[config.mk]
export PLATFORM = sky130hd
export DESIGN_NAME = pclamp_top
export DESIGN_NICKNAME = d
export VERILOG_FILES = /design/src/rtl/pclamp_pkg.sv /design/src/rtl/pclamp_cfg_hold.sv /design/src/rtl/pclamp_bounds.sv /design/src/rtl/pclamp_lane.sv /design/src/rtl/pclamp_top.sv
export SDC_FILE = /design/constraint.sdc
export NUM_CORES = 1
export LEC_CHECK = 0
export BUFFER_PORTS_ARGS = -buffer_cell sky130_fd_sc_hd__buf_4
export CORE_ASPECT_RATIO = 1.1
export CORE_MARGIN = 1
export CORE_UTILIZATION = 36
export CTS_BUF_LIST = sky130_fd_sc_hd__clkbuf_2
export DETAILED_ROUTE_END_ITERATION = 10
export HOLD_SLACK_MARGIN = 0.02
export SKIP_LAST_GASP = 1
export SLEW_MARGIN = 30
export SYNTH_ARGS = -nofsm -noshare
export SYNTH_HDL_FRONTEND = slang
export SYNTH_SLANG_ARGS = --single-unit
export TNS_END_PERCENT = 100
[constraint.sdc]
create_clock -name clk -period 7.39 [get_ports clk]
set_clock_uncertainty 0.2 [all_clocks]
set_input_delay 1.478 -clock clk [delete_from_list [all_inputs] [get_ports clk]]
set_output_delay 1.478 -clock clk [all_outputs]
set_load 0.05 [all_outputs]
[src/rtl/pclamp_pkg.sv]
package pclamp_pkg;

  localparam int NUM_CH = 3;
  localparam int MODE_W = 3;

  typedef enum logic [MODE_W-1:0] {
    CLAMP_BYPASS = 3'd0,
    CLAMP_VID8   = 3'd1,
    CLAMP_VID10  = 3'd2,
    CLAMP_VID12  = 3'd3,
    CLAMP_PROG   = 3'd4
  } clamp_mode_e;

  // Floor of a preset video range for a given component depth, MSB-aligned
  // to a bus of width w. The floor is 2^(depth-8) at native depth.
  function automatic logic [31:0] preset_floor(int unsigned depth, int unsigned w);
    logic [31:0] native;
    native = 32'd1 << (depth - 8);
    return native << (w - depth);
  endfunction

  // Ceiling mirrors the floor from the top of the native code space.
  function automatic logic [31:0] preset_ceil(int unsigned depth, int unsigned w);
    logic [31:0] native;
    native = ((32'd1 << depth) - 32'd1) - (32'd1 << (depth - 8));
    return native << (w - depth);
  endfunction

endpackage

[src/rtl/pclamp_cfg_hold.sv]
// Active configuration bank: reloaded only in idle cycles.
module pclamp_cfg_hold #(
  parameter int W   = 12,
  parameter int NCH = 3,
  localparam int VW = NCH * W
) (
  input  logic          clk,
  input  logic          rst,
  input  logic          load,
  input  logic [2:0]    mode_in,
  input  logic [VW-1:0] min_in,
  input  logic [VW-1:0] max_in,
  output logic [2:0]    mode_q,
  output logic [VW-1:0] min_q,
  output logic [VW-1:0] max_q
);

  always_ff @(posedge clk) begin
    if (rst) begin
      mode_q <= pclamp_pkg::CLAMP_BYPASS;
      min_q  <= '0;
      max_q  <= '1;
    end else if (load) begin
      mode_q <= mode_in;
      min_q  <= min_in;
      max_q  <= max_in;
    end
  end

endmodule

[src/rtl/pclamp_bounds.sv]
// Selects the floor/ceiling pair for one channel from the active code.
module pclamp_bounds #(
  parameter int W = 12
) (
  input  logic [2:0]   mode,
  input  logic [W-1:0] prog_min,
  input  logic [W-1:0] prog_max,
  output logic [W-1:0] lo,
  output logic [W-1:0] hi,
  output logic         pass
);

  localparam logic [W-1:0] LO8  = W'(pclamp_pkg::preset_floor(8,  W));
  localparam logic [W-1:0] HI8  = W'(pclamp_pkg::preset_ceil (8,  W));
  localparam logic [W-1:0] LO10 = W'(pclamp_pkg::preset_floor(10, W));
  localparam logic [W-1:0] HI10 = W'(pclamp_pkg::preset_ceil (10, W));
  localparam logic [W-1:0] LO12 = W'(pclamp_pkg::preset_floor(12, W));
  localparam logic [W-1:0] HI12 = W'(pclamp_pkg::preset_ceil (12, W));

  always_comb begin
    lo   = '0;
    hi   = '1;
    pass = 1'b0;
    case (mode)
      pclamp_pkg::CLAMP_VID8:  begin lo = LO8;      hi = HI8;      end
      pclamp_pkg::CLAMP_VID10: begin lo = LO10;     hi = HI10;     end
      pclamp_pkg::CLAMP_VID12: begin lo = LO12;     hi = HI12;     end
      pclamp_pkg::CLAMP_PROG:  begin lo = prog_min; hi = prog_max; end
      default:                 pass = 1'b1;
    endcase
  end

endmodule

[src/rtl/pclamp_lane.sv]
// One component: raise to floor, then cap at ceiling, then register.
module pclamp_lane #(
  parameter int W = 12
) (
  input  logic         clk,
  input  logic         rst,
  input  logic         en,
  input  logic [W-1:0] x,
  input  logic [W-1:0] lo,
  input  logic [W-1:0] hi,
  input  logic         pass,
  output logic [W-1:0] y
);

  logic [W-1:0] raised;
  logic [W-1:0] capped;

  // Ceiling is applied last, so an inverted pair yields the ceiling.
  always_comb begin
    raised = (x < lo) ? lo : x;
    capped = (raised > hi) ? hi : raised;
  end

  always_ff @(posedge clk) begin
    if (rst) begin
      y <= '0;
    end else if (en) begin
      y <= pass ? x : capped;
    end
  end

endmodule

[src/rtl/pclamp_top.sv]
module pclamp_top #(
  parameter int W = 12,
  localparam int NCH = pclamp_pkg::NUM_CH,
  localparam int VW  = NCH * W
) (
  input  logic          clk,
  input  logic          rst,
  input  logic          in_valid,
  input  logic [2:0]    in_mode,
  input  logic [VW-1:0] in_pix,
  input  logic [VW-1:0] lim_min,
  input  logic [VW-1:0] lim_max,
  output logic          out_valid,
  output logic [VW-1:0] out_pix
);

  logic [2:0]    act_mode;
  logic [VW-1:0] act_min;
  logic [VW-1:0] act_max;

  pclamp_cfg_hold #(.W(W), .NCH(NCH)) u_cfg (
    .clk     (clk),
    .rst     (rst),
    .load    (~in_valid),
    .mode_in (in_mode),
    .min_in  (lim_min),
    .max_in  (lim_max),
    .mode_q  (act_mode),
    .min_q   (act_min),
    .max_q   (act_max)
  );

  for (genvar k = 0; k < NCH; k++) begin : g_ch
    logic [W-1:0] lo;
    logic [W-1:0] hi;
    logic         pass;

    pclamp_bounds #(.W(W)) u_bounds (
      .mode     (act_mode),
      .prog_min (act_min[k*W +: W]),
      .prog_max (act_max[k*W +: W]),
      .lo       (lo),
      .hi       (hi),
      .pass     (pass)
    );

    pclamp_lane #(.W(W)) u_lane (
      .clk  (clk),
      .rst  (rst),
      .en   (in_valid),
      .x    (in_pix[k*W +: W]),
      .lo   (lo),
      .hi   (hi),
      .pass (pass),
      .y    (out_pix[k*W +: W])
    );
  end

  always_ff @(posedge clk) begin
    if (rst) out_valid <= 1'b0;
    else     out_valid <= in_valid;
  end

endmodule

Word level (Yosys, flattened, before mapping). Index checks and enable logic that the tools add are counted. Widths: inputs -> output; s select.

Flip-flop bits (word level): 112. Bits of input ports: 114. Output and inout port bits: 37.

Order comparisons: 6. Equal/unequal tests: 4. Multiplexer cells: 15. Reduce and logical (&&, ||, !) cells: 2.

Operators by type and width (number): $pmux 12 s4 (3); $mux 12 (9); $pmux 12 s2 (3); $gt 12x12->1 (3); $lt 12x12->1 (3); $eq 3x2->1 const B (2); $reduce_or 4->1 (1); $eq 3x1->1 const B (1); $eq 3x3->1 const B (1); $reduce_or 3->1 (1).

Longest topological paths before layout.
Depth in word-level cells: 8. Mapped depth: 21. Depth with buffers taken out: 17.

Modules after synthesis. A second synthesis with hierarchy kept.

Cell total of the unflattened synthesis: 1045. Area total of the unflattened synthesis: 8705.8 µm².

Modules (own cells, without submodules): pclamp_lane at g_ch[1].u_lane ... (times used 2, cells an instance 229, area an instance 1726.7 µm², sequential area each 240.2 µm²); pclamp_cfg_hold (times used 1, cells an instance 245, area an instance 2767.7 µm², sequential area each 1501.4 µm²); pclamp_lane at g_ch[0].u_lane (times used 1, cells an instance 216, area an instance 1561.5 µm², sequential area each 240.2 µm²); pclamp_bounds (times used 3, cells an instance 41, area an instance 295.3 µm², sequential area each 0.0 µm²); pclamp_top (times used 1, cells an instance 3, area an instance 37.5 µm², sequential area each 20.0 µm²).

Worst setup path before layout. No wires, ideal clock.

Path type: input to register. From: in in_pix[31]. To: reg g_ch[2].u_lane.y[10]. Setup time: 62 ps. Arrival time: 4733 ps. Data required time: 7128 ps. Slack: 2395 ps. Stages on the path: 16. Buffers on the path: 3. Cells stage by stage: ha_1 > a41o_1 > a21oi_1 > or2_2 > clkbuf_1 > clkbuf_1 > a31oi_1 > or2_2 > ha_1 > nor2b_1 > o211ai_1 > a211oi_1 > o41ai_1 > clkbuf_1 > o211ai_1 > nand3_1.

Longest elaborated chain between the ends: 5.

Ends and longest elaborated chain: from (decl) (RTL line pclamp_top.sv:10) `input logic [VW-1:0] in_pix,`; $lt 12x12->1 (RTL line pclamp_lane.sv:20) `raised = (x < lo) ? lo : x;`; $mux 12 * (RTL line pclamp_lane.sv:20); $gt 12x12->1 (RTL line pclamp_lane.sv:21) `capped = (raised > hi) ? hi : raised;`; $mux 12 * (RTL line pclamp_lane.sv:21); $mux 12 * (RTL line pclamp_lane.sv:28) `y <= pass ? x : capped;`; to (signal assigned) (RTL line pclamp_lane.sv:28); to (decl) (RTL line pclamp_lane.sv:12) `output logic [W-1:0] y`.

Every way passes the cells marked *; elsewhere a longest branch is shown, timed or not. A chain may end at the register's enable or synchronous reset.

Final worst setup path.
From: reg u_cfg.mode_q[2]. To: reg g_ch[1].u_lane.y[2].

Longest elaborated chain between the ends: 8.

Ends and longest elaborated chain: from (decl) (RTL line pclamp_cfg_hold.sv:13) `output logic [2:0] mode_q,`; from (signal assigned) (RTL line pclamp_cfg_hold.sv:20) `mode_q <= pclamp_pkg::CLAMP_BYPASS;`; from (signal assigned) (RTL line pclamp_cfg_hold.sv:24) `mode_q <= mode_in;`; $eq 3x1->1 / $eq 3x2->1 (equally long branches) (RTL line pclamp_bounds.sv:24) `case (mode)`; $reduce_or 3->1 (no line); $pmux 12 s2 (RTL line pclamp_bounds.sv:24); $lt 12x12->1 (RTL line pclamp_lane.sv:20); $mux 12 (RTL line pclamp_lane.sv:20); $gt 12x12->1 (RTL line pclamp_lane.sv:21); $mux 12 (RTL line pclamp_lane.sv:21); $mux 12 * (RTL line pclamp_lane.sv:28); to (signal assigned) (RTL line pclamp_lane.sv:28); to (decl) (RTL line pclamp_lane.sv:12).

Marked as above.

==> impl.org <==
** Status
- The run finished with clean final reports.

** Worst setup path
- Of all nets on the critical path, the largest fanout is 19.
- For the worst setup path, the data required time is ~7800 ps.
- Type of the worst setup path :: reg2reg
- Worst setup EP type :: flop
- Sort of element at the start of the critical path :: flop
- Worst endpoint data arrival time :: 6060 ps

** Layout
- Non-filler cells, final :: approximately 1300
- The library cell used most frequently in the layout, excluding fill and tap cells, is sky130_fd_sc_hd__buf_4.
- Compared with the post-synthesis result, the final layout area differs by 18.72%.
- Post-Route Utilization :: 0.4379
- Layout cell share with drive strength beyond 1 :: 0.2070
- Final instance area :: between 0.009 and 0.01 mm2
- Top library cells by usage in the layout, fill and taps aside :: sky130_fd_sc_hd__buf_4 (161), sky130_fd_sc_hd__dfxtp_1 (112), sky130_fd_sc_hd__nor2_1 (78), sky130_fd_sc_hd__nand2_1 (73), sky130_fd_sc_hd__ha_1 (69)
- For this run, the post-layout net count is around 1200.

** Place
- The number of placed instances, taps included, is 1274.
- Routability congestion estimate :: 0.8729
- After legalization and detailed placement, the total HPWL measured roughly 16000 um.
- Before CTS, the worst setup slack after placement is around 1800 ps.
- IO Port Bufs :: 150
- Instance area after placement :: slightly below 0.009 mm2

** Clock tree
- Post-CTS Resized :: 0
- After clock tree synthesis, the clock-pin slew on the worst setup and hold paths is approximately 300 ps.
- The number of setup buffers added after CTS is 0.
- CTS tree :: done
- Buffer cell driving the clock tree root :: sky130_fd_sc_hd__clkbuf_2
- The clock net in this run drives a total of about 110 sinks.
- The H-tree was split into 3 levels.
- The later pin in the worst-skew pair is clocked with a latency of 660 ps.
- Buffers inserted to repair hold after CTS numbered 0.
- Counting along the longest clock path gives a buffer depth of 2.
- Number of buffers created by CTS :: 9

** Yosys
- Async set-or-reset flop fraction in the synthesized netlist :: 0
- Top post-synthesis cells by area :: sky130_fd_sc_hd__dfxtp_1 (29%), sky130_fd_sc_hd__ha_1 (11%), sky130_fd_sc_hd__mux2i_1 (6.3%)
- The cell area that synthesis handed to floorplanning was 0.007615 mm2.
- The number of nets handed over by synthesis was ~1100.
- The synthesized design contains 0 enable-type register cells.
- Count of synthesis-stage warnings from yosys :: 0
- Synth Flop Type :: sky130_fd_sc_hd__dfxtp_1
- Synth top area share :: 0.2944
- Synthesis produced just over 900 cells.
- Average cell area after synthesis :: about 8.3 um2
- Summed over all instances, the cell type with the most area after synthesis is sky130_fd_sc_hd__dfxtp_1.
- Count of distinct cell types in the synthesized netlist :: 48
- The share of the Yosys chip area taken by registers is 0.2944.
- In this run, synthesis produced a sequential element count of 112.

** STA
- Measured slew at the worst slew-check pin :: roughly 1000 ps
- Highest achievable clock rate :: between 0.15 and 0.2 GHz
- Worst-case setup margin in the final layout :: 1712 ps
- Max Transition Viols Final :: 0
- After routing, the total negative slack on setup checks comes to 0 ps.
- Time the final worst path needs with I/O delays and setup :: 5678 ps
- Setup violations remaining at the end of the flow were counted as 0.
- In this run the tightest slew margin relative to its limit is 0.3440.
- The tightest hold path in the finished design has a slack of 278.4 ps.
- Period utilisation layout :: 0.7684
- Number of hold violations in the final report :: 0
- Setup repair after global routing left no endpoint under its margin.

** Global routing
- Summed over all layers, the global routing overflow is 0.
- Overall Global Routing Usage :: 0.2021
- Entering global routing, the biggest net connects 95 pins.
- The first global-routing pass estimated around 35000 um of wire.
- Number of global-route vias before repair :: roughly 6700
- The number of antenna violations at the first check in global routing was 1.

** Floorplanning
- Row generation in the floorplan step produced between 50 and 60 rows.
- Area of the die :: roughly 0.022 mm2
- I/O pin cnt :: between 150 and 200
- Die Y :: approximately 150 um
- Core region area :: just over 0.02 mm2
- The die is ~140 um wide.
- Initial core utilization :: 0.3688

** Route
- For this block, the routed nets add up to about 22000 um of wire.
- Wirelength per Cell :: approximately 17 um
- TritonRoute pass-1 iters :: 5
- In the routed design, unresolved DRC markers number 0.
- The detail route stage leaves a number of antenna-violating nets equal to 0.
- Detailed routing inserted a total of 6932 vias.
- The detailed router finished its first iteration with between 300 and 400 violations.
- Via density per instance :: 5.369

** Pwr
- The design draws 1.497 mW.
- VDD sags by at most between 0.07 and 0.08 mV.
- Power per unit of standard cell area :: between 150 and 200 mW/mm2
- For this design the static power due to leakage is 4.274 nW.

** Job
- Across the run, the number of max-cap violations was 0.

** Min path
- The min-delay analysis places its worst path in the category reg2reg.
-- synth_stat cells, types with 12 or more instances --
library cell and count:
sky130_fd_sc_hd__nor2_1 79, sky130_fd_sc_hd__or2_2 27, sky130_fd_sc_hd__a31oi_1 32, sky130_fd_sc_hd__dfxtp_1 112
sky130_fd_sc_hd__nand3_1 30, sky130_fd_sc_hd__nand3b_1 24, sky130_fd_sc_hd__a211o_1 36, sky130_fd_sc_hd__ha_1 69
sky130_fd_sc_hd__inv_1 48, sky130_fd_sc_hd__a21oi_1 30, sky130_fd_sc_hd__nand4_1 15, sky130_fd_sc_hd__nand2_1 73
sky130_fd_sc_hd__o21ai_0 15, sky130_fd_sc_hd__a21boi_0 33, sky130_fd_sc_hd__o211ai_1 33, sky130_fd_sc_hd__a21o_1 12
sky130_fd_sc_hd__and4b_1 23, sky130_fd_sc_hd__clkbuf_1 45, sky130_fd_sc_hd__nor2b_1 40, sky130_fd_sc_hd__mux2i_1 48
-- worst paths after layout --
kind | start | endpoint | slack [ps] | cells past startpoint
setup / recovery | u_cfg.mode_q[2]$_SDFFE_PP0N_ | g_ch[1].u_lane.y[2]$_SDFFE_PP0P_ | 1710 | 18
hold / removal | g_ch[1].u_lane.y[7]$_SDFFE_PP0P_ | g_ch[1].u_lane.y[7]$_SDFFE_PP0P_ | 280 | 2
setup reg to reg | u_cfg.mode_q[2]$_SDFFE_PP0N_ | g_ch[1].u_lane.y[2]$_SDFFE_PP0P_ | 1710 | 18
hold reg to reg | g_ch[1].u_lane.y[7]$_SDFFE_PP0P_ | g_ch[1].u_lane.y[7]$_SDFFE_PP0P_ | 280 | 2
-- critical path, cell delays in order, from the launching register on --
cell and delay [ps]:
sky130_fd_sc_hd__dfxtp_1 590, sky130_fd_sc_hd__nor3b_4 570, sky130_fd_sc_hd__buf_4 310, sky130_fd_sc_hd__buf_4 280
sky130_fd_sc_hd__nand2_1 110, sky130_fd_sc_hd__ha_1 280, sky130_fd_sc_hd__o211ai_1 180, sky130_fd_sc_hd__a31oi_1 80
sky130_fd_sc_hd__o21ai_2 610, sky130_fd_sc_hd__nand3_1 310, sky130_fd_sc_hd__mux2i_1 320, sky130_fd_sc_hd__inv_1 80
sky130_fd_sc_hd__ha_1 280, sky130_fd_sc_hd__nand4_1 120, sky130_fd_sc_hd__nor3_1 320, sky130_fd_sc_hd__a21oi_1 120
sky130_fd_sc_hd__o31a_1 320, sky130_fd_sc_hd__a32o_1 320, sky130_fd_sc_hd__a31o_2 200
-- final cells by class --
class                           count  area, um2
Clock buffer                       10      50.05
Sequential cell                   112       2242
Antenna cell                        1      2.502
Tap cell                          256      320.3
Multi-Input combinational cell    696       4941
Timing Repair Buffer              162       1220
Clock inverter                      6      83.83
Fill cell                        2130      11600
Inverter                           48      180.2
-- flip-flops by register name, summed over array words and instances, names as in the netlist --
| register | flops |
|---|---|
| u_cfg.max_q | 36 |
| u_cfg.mode_q | 3 |
| out_valid | 1 |
| u_cfg.min_q | 36 |
| g_ch.u_lane.y | 36 |
-- report_power, final --
| part | internal [mW] | leakage, nW | switching [mW] |
|---|---|---|---|
| registers | 0.658 | 0.929 | 0.0364 |
| clock network | 0.112 | 0.0857 | 0.215 |
| logic | 0.190 | 3.26 | 0.285 |
-- metal layers --
layer / GRT usage / share of wire / up-vias
met5: 0 / 0 / -
met4: 0.08075 / 0.021 / 0
met3: 0.02074 / 0.032 / 29
met2: 0.3324 / 0.46 / 147
met1: 0.2705 / 0.49 / 3194
li1: - / - / 3562
-- logic make-up after synthesis --
family / share of synthesized area
adder cells (fa/ha/maj): 0.1134
AND/OR/NAND/NOR: 0.2404
buffers and inverters: 0.05882
XOR/XNOR: 0.003451
flip-flops: 0.2944
AO/OA/AOI/OAI: 0.2264
multiplexers: 0.06310
(Power assumes the default switching activity.)
